$ cat src/rtl/pio_strobe_pkg.sv
package pio_strobe_pkg;
  typedef enum logic [1:0] {
    PH_IDLE   = 2'd0,
    PH_SETUP  = 2'd1,
    PH_STROBE = 2'd2,
    PH_RECOV  = 2'd3
  } phase_e;

  // strobe width for a nonzero enhanced code is 4-m clocks; returns width-1
  function automatic logic [1:0] enh_pulse_load(input logic [1:0] m);
    return 2'd3 - m;
  endfunction
endpackage

$ cat src/rtl/pio_tim_sel.sv
module pio_tim_sel
  import pio_strobe_pkg::*;
#(
  parameter int NDRV   = 2,
  parameter int NCH    = 2,
  parameter int CHAN   = 0,
  parameter int NW     = 4,
  parameter int SW     = 2,
  parameter bit ENH_EN = 1'b1,
  localparam int DW    = (NDRV > 1) ? $clog2(NDRV) : 1,
  localparam int BW    = 2 * NW
) (
  input  logic [DW-1:0]        drv_i,
  input  logic                 wr_i,
  input  logic [NDRV*BW-1:0]   rd_tim_i,
  input  logic [NDRV*BW-1:0]   wr_tim_i,
  input  logic [NDRV*SW-1:0]   setup_i,
  input  logic [NCH*NDRV*2-1:0] emode_i,
  output logic [SW-1:0]        setup_o,
  output logic [NW-1:0]        pulse_o,
  output logic [NW-1:0]        recov_o
);
  logic [BW-1:0] tim_byte;
  logic [NW-1:0] reg_pulse;

  assign tim_byte  = wr_i ? wr_tim_i[int'(drv_i)*BW +: BW]
                          : rd_tim_i[int'(drv_i)*BW +: BW];
  assign reg_pulse = tim_byte[NW +: NW];
  assign recov_o   = tim_byte[0 +: NW];
  assign setup_o   = setup_i[int'(drv_i)*SW +: SW];

  generate
    if (ENH_EN) begin : g_enh
      logic [1:0] mode;
      assign mode    = emode_i[(CHAN*NDRV + int'(drv_i))*2 +: 2];
      assign pulse_o = (mode != 2'd0) ? NW'(enh_pulse_load(mode)) : reg_pulse;
    end else begin : g_plain
      assign pulse_o = reg_pulse;
    end
  endgenerate
endmodule

$ cat src/rtl/pio_phase_seq.sv
module pio_phase_seq
  import pio_strobe_pkg::*;
#(
  parameter int NW  = 4,
  parameter int SW  = 2,
  parameter int DW  = 1
) (
  input  logic          clk_i,
  input  logic          rst_ni,
  input  logic          start_i,
  input  logic          wr_i,
  input  logic [DW-1:0] drv_i,
  output logic          src_wr_o,
  output logic [DW-1:0] src_drv_o,
  input  logic [SW-1:0] setup_i,
  input  logic [NW-1:0] pulse_i,
  input  logic [NW-1:0] recov_i,
  output phase_e        phase_o,
  output logic          dir_o
);
  phase_e        ph;
  logic [NW-1:0] cnt, pulse_q, recov_q;
  logic          dir_q, pend_v, pend_wr, done, launch;
  logic [DW-1:0] pend_drv;

  assign src_wr_o  = pend_v ? pend_wr  : wr_i;
  assign src_drv_o = pend_v ? pend_drv : drv_i;
  assign done      = (cnt == '0);
  assign launch    = (ph == PH_IDLE && start_i) ||
                     (ph == PH_RECOV && done && (pend_v || start_i));

  always_ff @(posedge clk_i or negedge rst_ni) begin
    if (!rst_ni) begin
      ph      <= PH_IDLE;
      cnt     <= '0;
      pulse_q <= '0;
      recov_q <= '0;
      dir_q   <= 1'b0;
    end else if (launch) begin
      dir_q   <= src_wr_o;
      pulse_q <= pulse_i;
      recov_q <= recov_i;
      if (setup_i != '0) begin
        ph  <= PH_SETUP;
        cnt <= NW'(setup_i) - NW'(1);
      end else begin
        ph  <= PH_STROBE;
        cnt <= pulse_i;
      end
    end else begin
      unique case (ph)
        PH_SETUP:  if (done) begin ph <= PH_STROBE; cnt <= pulse_q; end
                   else cnt <= cnt - NW'(1);
        PH_STROBE: if (done) begin ph <= PH_RECOV;  cnt <= recov_q; end
                   else cnt <= cnt - NW'(1);
        PH_RECOV:  if (done) ph <= PH_IDLE;
                   else cnt <= cnt - NW'(1);
        default:   ;
      endcase
    end
  end

  // single-entry hold for requests arriving while busy
  always_ff @(posedge clk_i or negedge rst_ni) begin
    if (!rst_ni) begin
      pend_v   <= 1'b0;
      pend_wr  <= 1'b0;
      pend_drv <= '0;
    end else if (launch) begin
      pend_v <= pend_v && start_i;
      if (pend_v && start_i) begin
        pend_wr  <= wr_i;
        pend_drv <= drv_i;
      end
    end else if (ph != PH_IDLE && start_i && !pend_v) begin
      pend_v   <= 1'b1;
      pend_wr  <= wr_i;
      pend_drv <= drv_i;
    end
  end

  assign phase_o = ph;
  assign dir_o   = dir_q;

  a_r2_setup_to_strobe: assert property (@(posedge clk_i) disable iff (!rst_ni)
    (ph == PH_SETUP && done) |=> (ph == PH_STROBE));
  a_r4_strobe_to_recov: assert property (@(posedge clk_i) disable iff (!rst_ni)
    (ph == PH_STROBE && done) |=> (ph == PH_RECOV));
  a_r8_start_accept: assert property (@(posedge clk_i) disable iff (!rst_ni)
    (ph == PH_IDLE && start_i) |=> (ph != PH_IDLE));
  a_r9_pend_only_busy: assert property (@(posedge clk_i) disable iff (!rst_ni)
    pend_v |-> (ph != PH_IDLE));
  a_r10_pend_hold: assert property (@(posedge clk_i) disable iff (!rst_ni)
    (pend_v && !launch) |=> (pend_v && $stable(pend_drv) && $stable(pend_wr)));
  a_r5_dir_stable: assert property (@(posedge clk_i) disable iff (!rst_ni)
    (ph == PH_STROBE && !done) |=> $stable(dir_q));
endmodule

$ cat src/rtl/pio_strobe_gen.sv
module pio_strobe_gen
  import pio_strobe_pkg::*;
#(
  parameter int NDRV   = 2,
  parameter int NCH    = 2,
  parameter int CHAN   = 0,
  parameter int NW     = 4,
  parameter int SW     = 2,
  parameter bit ENH_EN = 1'b1,
  localparam int DW    = (NDRV > 1) ? $clog2(NDRV) : 1
) (
  input  logic                   clk_i,
  input  logic                   rst_ni,
  input  logic                   start_i,
  input  logic                   wr_i,
  input  logic [DW-1:0]          drv_i,
  input  logic [NDRV*2*NW-1:0]   rd_tim_i,
  input  logic [NDRV*2*NW-1:0]   wr_tim_i,
  input  logic [NDRV*SW-1:0]     setup_i,
  input  logic [NCH*NDRV*2-1:0]  emode_i,
  output logic                   busy_o,
  output logic                   addr_valid_o,
  output logic                   rd_strobe_no,
  output logic                   wr_strobe_no
);
  logic          src_wr, dir;
  logic [DW-1:0] src_drv;
  logic [SW-1:0] sel_setup;
  logic [NW-1:0] sel_pulse, sel_recov;
  phase_e        phase;

  pio_tim_sel #(
    .NDRV(NDRV), .NCH(NCH), .CHAN(CHAN), .NW(NW), .SW(SW), .ENH_EN(ENH_EN)
  ) u_sel (
    .drv_i   (src_drv),
    .wr_i    (src_wr),
    .rd_tim_i(rd_tim_i),
    .wr_tim_i(wr_tim_i),
    .setup_i (setup_i),
    .emode_i (emode_i),
    .setup_o (sel_setup),
    .pulse_o (sel_pulse),
    .recov_o (sel_recov)
  );

  pio_phase_seq #(.NW(NW), .SW(SW), .DW(DW)) u_seq (
    .clk_i    (clk_i),
    .rst_ni   (rst_ni),
    .start_i  (start_i),
    .wr_i     (wr_i),
    .drv_i    (drv_i),
    .src_wr_o (src_wr),
    .src_drv_o(src_drv),
    .setup_i  (sel_setup),
    .pulse_i  (sel_pulse),
    .recov_i  (sel_recov),
    .phase_o  (phase),
    .dir_o    (dir)
  );

  assign busy_o       = (phase != PH_IDLE);
  assign addr_valid_o = (phase == PH_SETUP) || (phase == PH_STROBE);
  assign rd_strobe_no = !((phase == PH_STROBE) && !dir);
  assign wr_strobe_no = !((phase == PH_STROBE) && dir);

  a_r5_one_strobe: assert property (@(posedge clk_i) disable iff (!rst_ni)
    (rd_strobe_no || wr_strobe_no));
  a_r3_strobe_with_addr: assert property (@(posedge clk_i) disable iff (!rst_ni)
    (!rd_strobe_no || !wr_strobe_no) |-> (addr_valid_o && busy_o));
  a_r1_idle_quiet: assert property (@(posedge clk_i) disable iff (!rst_ni)
    !busy_o |-> (rd_strobe_no && wr_strobe_no && !addr_valid_o));
endmodule

$ cat config.mk
export PLATFORM = sky130hd
export DESIGN_NAME = pio_strobe_gen
export DESIGN_NICKNAME = d
export VERILOG_FILES = /design/src/rtl/pio_strobe_pkg.sv /design/src/rtl/pio_tim_sel.sv /design/src/rtl/pio_phase_seq.sv /design/src/rtl/pio_strobe_gen.sv
export SDC_FILE = /design/constraint.sdc
export NUM_CORES = 1
export LEC_CHECK = 0
export BUFFER_PORTS_ARGS = -buffer_cell sky130_fd_sc_hd__buf_2
export CELL_PAD_IN_SITES_DETAIL_PLACEMENT = 1
export CELL_PAD_IN_SITES_GLOBAL_PLACEMENT = 1
export CORE_MARGIN = 2
export CORE_UTILIZATION = 34
export CTS_CLUSTER_SIZE = 25
export DETAILED_ROUTE_END_ITERATION = 7
export GPL_TIMING_DRIVEN = 0
export PLACE_DENSITY_LB_ADDON = 0.15
export RECOVER_POWER = 50
export SETUP_SLACK_MARGIN = 0.4
export SYNTH_ARGS = -nofsm -noshare
export SYNTH_HDL_FRONTEND = slang
export SYNTH_SLANG_ARGS = --single-unit
$ cat constraint.sdc
create_clock -name clk_i -period 4.6 [get_ports clk_i]
set_clock_uncertainty 0.05 [all_clocks]
set_input_delay 0.92 -clock clk_i [delete_from_list [all_inputs] [get_ports clk_i]]
set_output_delay 0.92 -clock clk_i [all_outputs]
set_load 0.02 [all_outputs]
==> results of run 1 <==
==> cells in the final DEF (no fill, tap or decap), types with 2 or more instances in the layout <==
cell type | synthesis | routed
clkbuf_1 | 1 | 3
mux4_1 | 3 | 3
buf_6 | 3 | 3
a31oi_1 | 3 | 3
inv_1 | 11 | 11
a22oi_1 | 3 | 3
clkbuf_8 | 0 | 4
mux2_2 | 2 | 2
a211oi_1 | 2 | 2
nand2_1 | 25 | 25
ha_1 | 7 | 7
o21ai_0 | 4 | 4
mux2i_1 | 9 | 9
and2_1 | 2 | 2
xnor2_1 | 3 | 3
mux4_2 | 3 | 3
o211ai_1 | 2 | 2
a21oi_1 | 7 | 7
dfrtp_1 | 18 | 18
o2111ai_1 | 2 | 2
nand3_1 | 6 | 6
nor2_1 | 18 | 18
a32oi_1 | 2 | 2
buf_2 | 1 | 48
a211o_1 | 2 | 2
==> logic make-up after synthesis <==
group,count (synthesis),share of synthesized area [%]
flops,18,30.6
mux,20,21.1
fa+ha+maj,7,5.95
xor+xnor,3,1.79
compound gates,32,15.6
simple gates,59,18.3
buf+inv,18,6.72
==> stage by stage <==
step / power, mW / hold WS, ns / area, um2
finish: 1.22 / 0.423 / 1820
floorplan: 0.903 / 0.387 / 1470
global placement: 1.06 / 0.404 / 1770
global route: 1.34 / 0.473 / 1820
CTS: 1.24 / 0.427 / 1830
detailed placement: 1.10 / 0.409 / 1770
==> metal layers <==
layer / share of wire, % / track usage, % / up-vias
met2: 50 / 30.5 / 37
met3: 3.2 / 2.03 / 5
met5: 0 / 0 / -
li1: - / - / 666
met1: 46 / 22.8 / 670
met4: 1.0 / 4.49 / 0
==> cell type report <==
type | count | area, um2 | share of cell area, %
inverters | 11 | 41.3 | 2.27
clock buffers | 4 | 55.1 | 3.02
repair buffers | 48 | 239 | 13.1
flip-flops and latches | 18 | 450 | 24.7
well taps | 50 | 62.6 | 3.44
multi-input cells | 121 | 918 | 50.4
plain buffers | 7 | 53.8 | 2.96
==> synth_stat cells, types with 2 or more instances <==
master / number
nand2_1: 25
a211o_1: 2
buf_4: 2
and2_1: 2
a21oi_1: 7
mux4_2: 3
a211oi_1: 2
o21ai_0: 4
buf_6: 3
mux4_1: 3
a22oi_1: 3
dfrtp_1: 18
o211ai_1: 2
inv_1: 11
nand3_1: 6
a31oi_1: 3
mux2i_1: 9
xnor2_1: 3
mux2_2: 2
nor2_1: 18
a32oi_1: 2
ha_1: 7
o2111ai_1: 2
==> power by group through the flow <==
stage | Clock (mW) | Sequential [mW] | Combinational (mW)
global placement | 0 | 0.296 | 0.764
floorplan | 0 | 0.283 | 0.620
finish | 0.136 | 0.298 | 0.785
global route | 0.143 | 0.312 | 0.884
CTS | 0.137 | 0.300 | 0.800
detailed placement | 0 | 0.303 | 0.795
==> state kept, by name, summed over array words and instances, names as in the netlist <==
name and count:
u_seq.pulse_q 4, u_seq.pend_drv 1, u_seq.recov_q 4, u_seq.cnt 4, u_seq.pend_wr 1, u_seq.pend_v 1
u_seq.dir_o 1, u_seq.phase_o 2
==> worst max path at each step <==
| stage | slack [ns] | cells past startpoint | end |
|---|---|---|---|
| after floorplan | 2.47 | 5 | u_seq.cnt[3] |
| after global placement | 2.20 | 7 | u_seq.cnt[0] |
| after detailed placement | 2.14 | 7 | u_seq.cnt[0] |
| after CTS | 1.95 | 5 | rd_strobe_no |
| after global routing | 1.79 | 5 | wr_strobe_no |
| final | 1.98 | 5 | rd_strobe_no |
==> worst max-delay path: stages, from the launching register on <==
cell and delay, ns:
dfrtp_1 0.42, inv_1 0.14, ha_1 0.16, clkbuf_1 0.39, nand2b_1 0.10, buf_2 0.17
==> results.yml, run 1 <==
status:
  outcome: "complete, no violations"
power_and_ir_drop:
  ir_drop_v: 0.000199
  power.switching_uw: 552
  power_frac_comb_pct: 64.4
  p_int_uw: 667
  seq_power_share_pct: 24.4
  sw_frac_of_total_pct: 45.3
  p_per_area_nw_per_um2: 669
  leakage_nw: 0.885
  power_frac_clock_pct: 11.2
worst_setup_path:
  cp-start-kind: "flip-flop"
  crit_path_end_kind: "primary output"
  reg2reg_slack_ns: 2.26
  critPathLaunch: "u_seq.phase_o[0]"
  timing.setup.critical_path_class: "flip-flop to primary output"
  worstReg2RegEnd: "u_seq.cnt[0]"
  required_ns: 3.63
  worstRegToRegCells: 8
  crit_fanout: 10
  r2r-start: "u_seq.phase_o[1]"
  worst-endpoint-arrival_ns: 1.65
layout:
  antennaDiodeCount: 0
  drive_above_1_share_pct: 32.1
  area_growth_syn_to_layout_pct: 23.7
  fin_util_pct: 44.5
  fillers: 514
  fin_cells: 259
  fin_nets: 266
routing:
  drt_wl_total_um: 3910
  first_iter_violations: 46
  via_count: 1378
  wl_per_cell_um: 15.1
  detail-route-antenna-nets: 0
  drc: 0
  drt-pass1-iter-count: 3
  vias_per_cell: 5.32
synthesis:
  synth-seq-cells: 18
  syn_avg_cell_area_um2: 9.37
  synth_top_area_cell: "dfrtp_1"
  netlist.area_leader.share_pct: 30.6
  synth_nets: 213
  yosys-top-cells-area: "dfrtp_1 31%, nand2_1 6.4%, mux2i_1 6.1%, ha_1 6.0%, mux4_1 5.4%"
  synthCells: 157
  yosys_warnings: 0
  synth.distinct_cells: 41
  synth_edf_count: 0
  yosysSeqAreaShare_pct: 30.6
  syn-cell-area_um2: 1470
  async_flop_share_pct: 100
  ys.flop_type: "dfrtp_1"
floorplan:
  io-pin-count: 53
  rows: 23
  coreArea_um2: 4090
  die-area_um2: 4870
  die_h_um: 69.8
  die_w_um: 69.8
  initial_core_util_pct: 36.0
hold_path:
  hold_path_class: "flip-flop to flip-flop"
  min_from: "u_seq.recov_q[2]"
  hold-path-cell-count: 2
  whs_endpoint: "u_seq.recov_q[2]"
clock_tree:
  path_clk_slew_ns: 0.08
  cts_hold_buf: 0
  h-tree-depth: 1
  cts_root_buffer: "clkbuf_8"
  tritoncts: "yes"
  postCtsSetupRepairBufs: 0
  clk_latency_ns: 0.26
  postCtsResizedCells: 0
  cts_buffers: 3
  clock-sinks: 18
  cts_buffer_depth: 2
global_routing:
  track_usage_pct: 17.5
  grt_overflow_total: 0
  grt_pass1_vias: 1501
  grt_max_degree: 19
  antenna_found_initial: 0
  grt_pass1_wl_um: 6930
sta:
  maxSlewHeadroom_pct: 30.8
  timing.fmax_mhz: 382
  grt_setup_unrepaired: "no"
  min_period_ns: 2.62
  hold_viol_final: 0
  drv_slew: 0
  max_slew.worst_pin.slew_ns: 1.04
  final-setup-viol-count: 0
  worst_slack_ns: 1.98
  fin_setup_tns_ns: 0
  fin_crit_sh_pct: 56.9
placed_design:
  dp_cells: 255
  gp_congestion: 0.907
  io_buffers: 48
  dp_hpwl_um: 3260
  pre_cts_ws_ns: 2.14
flow_run:
  cap_viol_max_count: 0
(Power assumes the default switching activity.)
==> run 2, diff against run 1 <==
--- a/config.mk
+++ b/config.mk
@@ -9,7 +9,7 @@
 export CELL_PAD_IN_SITES_DETAIL_PLACEMENT = 1
 export CELL_PAD_IN_SITES_GLOBAL_PLACEMENT = 1
 export CORE_MARGIN = 2
-export CORE_UTILIZATION = 34
+export CORE_UTILIZATION = 33
 export CTS_CLUSTER_SIZE = 25
 export DETAILED_ROUTE_END_ITERATION = 7
 export GPL_TIMING_DRIVEN = 0
==> constraint.sdc (replaced) <==
create_clock -name clk_i -period 2.4 [get_ports clk_i]
set_clock_uncertainty 0.05 [all_clocks]
set_input_delay 0.48 -clock clk_i [delete_from_list [all_inputs] [get_ports clk_i]]
set_output_delay 0.48 -clock clk_i [all_outputs]
set_load 0.02 [all_outputs]
==> run 2 against run 1 <==
Compared with the run above:
- register-to-register slack got worse by 1.9 ns
- largest power group unchanged
- critical path type is now flip-flop to flip-flop
- first-iteration DRC count decreased by 11%
- wire length up 22%
- sequential share of layout area down 2.8 points
- worst setup slack got worse by 1.7 ns
- final cell count up 7.7%
- utilization rose by 2.9 points
- sequential power grew 94%
- die area rose by 2.9%
- largest cell class unchanged
==> results.yml, run 2 (synthesis results as in run 1) <==
sta:
  fin_crit_sh_pct: 86.1
  min_period_ns: 2.07
  hold_slack_ns: 0.346
  hold_viol_final: 0
  grt_setup_unrepaired: "yes"
  worst_slack_ns: 0.333
  fin_setup_tns_ns: 0
  final-setup-viol-count: 0
  maxSlewHeadroom_pct: 26.5
  timing.fmax_mhz: 484
  max_slew.worst_pin.slew_ns: 1.10
  drv_slew: 0
floorplan:
  coreArea_um2: 4320
  io-pin-count: 53
  rows: 24
  die_h_um: 70.8
  die-area_um2: 5010
  initial_core_util_pct: 34.0
  die_w_um: 70.8
layout:
  final_cell_area_um2: 2050
  drive_above_1_share_pct: 44.1
  reg_top3: "u_seq.cnt: 4 flops, u_seq.pulse_q: 4 flops, u_seq.recov_q: 4 flops"
  final_cell_mix: "49 x buf_2, 23 x nand2_1, 18 x dfrtp_1"
  antennaDiodeCount: 0
  layout_commonest_cell: "buf_2"
  fin_cells: 279
  fillers: 531
  fin_nets: 284
  fin_util_pct: 47.5
  area_growth_syn_to_layout_pct: 39.5
placed_design:
  dp_hpwl_um: 3400
  postPlaceCellArea_um2: 1780
  io_buffers: 48
  dp_cells: 257
  gp_congestion: 0.891
  pre_cts_ws_ns: 0.237
routing:
  detail-route-antenna-nets: 0
  drc: 0
  first_iter_violations: 41
  drt-pass1-iter-count: 4
  wl_per_cell_um: 17.1
  drt_wl_total_um: 4770
  via_count: 1484
  vias_per_cell: 5.32
worst_setup_path:
  timing.setup.critical_path_class: "flip-flop to flip-flop"
  crit_fanout: 9
  worst-endpoint-arrival_ns: 2.19
  crit_path_end_kind: "flip-flop"
  required_ns: 2.52
  cp-start-kind: "flip-flop"
power_and_ir_drop:
  ir_drop_v: 0.000398
  total_power_mw: 2.73
  leakage_nw: 0.981
  p_per_area_nw_per_um2: 1330
global_routing:
  grt_overflow_total: 0
  track_usage_pct: 18.0
  grt_pass1_wl_um: 7240
  grt_max_degree: 19
  grt_pass1_vias: 1594
  antenna_found_initial: 0
clock_tree:
  cts_buffers: 3
  clk_latency_ns: 0.26
  tritoncts: "yes"
  cts_buffer_depth: 2
  cts_root_buffer: "clkbuf_8"
  cts_hold_buf: 0
  h-tree-depth: 1
  clock-sinks: 18
  path_clk_slew_ns: 0.08
hold_path:
  hold_path_class: "primary input to asynchronous set/reset pin"
status:
  outcome: "complete, no violations"
flow_run:
  cap_viol_max_count: 0
==> run 2: timing repair <==
item                                    4_1_cts  5_1_grt
buffers inserted                              4       13
pin swaps                                     0        6
endpoints found under the setup margin        8       15
cloned                                        0        1
gates resized for setup                       7       19
==> run 2: layout make-up <==
class	count	area (um2)	share of cell area [%]
clock buffers	4	55.1	2.68
flip-flops and latches	18	450	21.9
multi-input cells	121	997	48.6
plain buffers	7	68.8	3.35
inverters	11	41.3	2.01
well taps	52	65.1	3.17
repair buffers	66	375	18.3
==> run 2: power breakdown <==
part / total, mW / leakage (nW) / internal, mW / switching [mW]
registers: 0.578 / 0.215 / 0.453 / 0.125
logic: 1.89 / 0.738 / 0.925 / 0.967
clock network: 0.264 / 0.0288 / 0.146 / 0.118
==> run 2: per-layer routing <==
metal / part of all wire [%] / global-route usage, % / up-vias / wire length [um]
li1: - / - / 701 / -
met1: 41 / 19.9 / 742 / 1980
met2: 55 / 35.0 / 36 / 2600
met3: 2.9 / 2.28 / 5 / 138
met4: 1.2 / 5.87 / 0 / 56
met5: 0 / 0 / - / 0
==> run 2: worst paths after layout <==
kind	endpoint	depth (start not counted)	slack, ns	from
setup / recovery	u_seq.cnt[0]	8	0.33	u_seq.cnt[0]
hold / removal	u_seq.pend_v	1	0.35	rst_ni
setup reg to reg	u_seq.cnt[0]	8	0.33	u_seq.cnt[0]
hold reg to reg	u_seq.pulse_q[3]	2	0.42	u_seq.pulse_q[3]
max in group asynchronous	u_seq.recov_q[0]	1	1.29	rst_ni
min in group clk_i	u_seq.pulse_q[3]	2	0.42	u_seq.pulse_q[3]
==> run 2: worst max-delay path: stages, from the launching register on <==
cell     delay [ns]
dfrtp_1        0.41
inv_1          0.09
ha_1           0.24
nor3b_4        0.25
nand3_2        0.16
and2_4         0.18
buf_6          0.13
a211o_1        0.25
a31oi_1        0.21
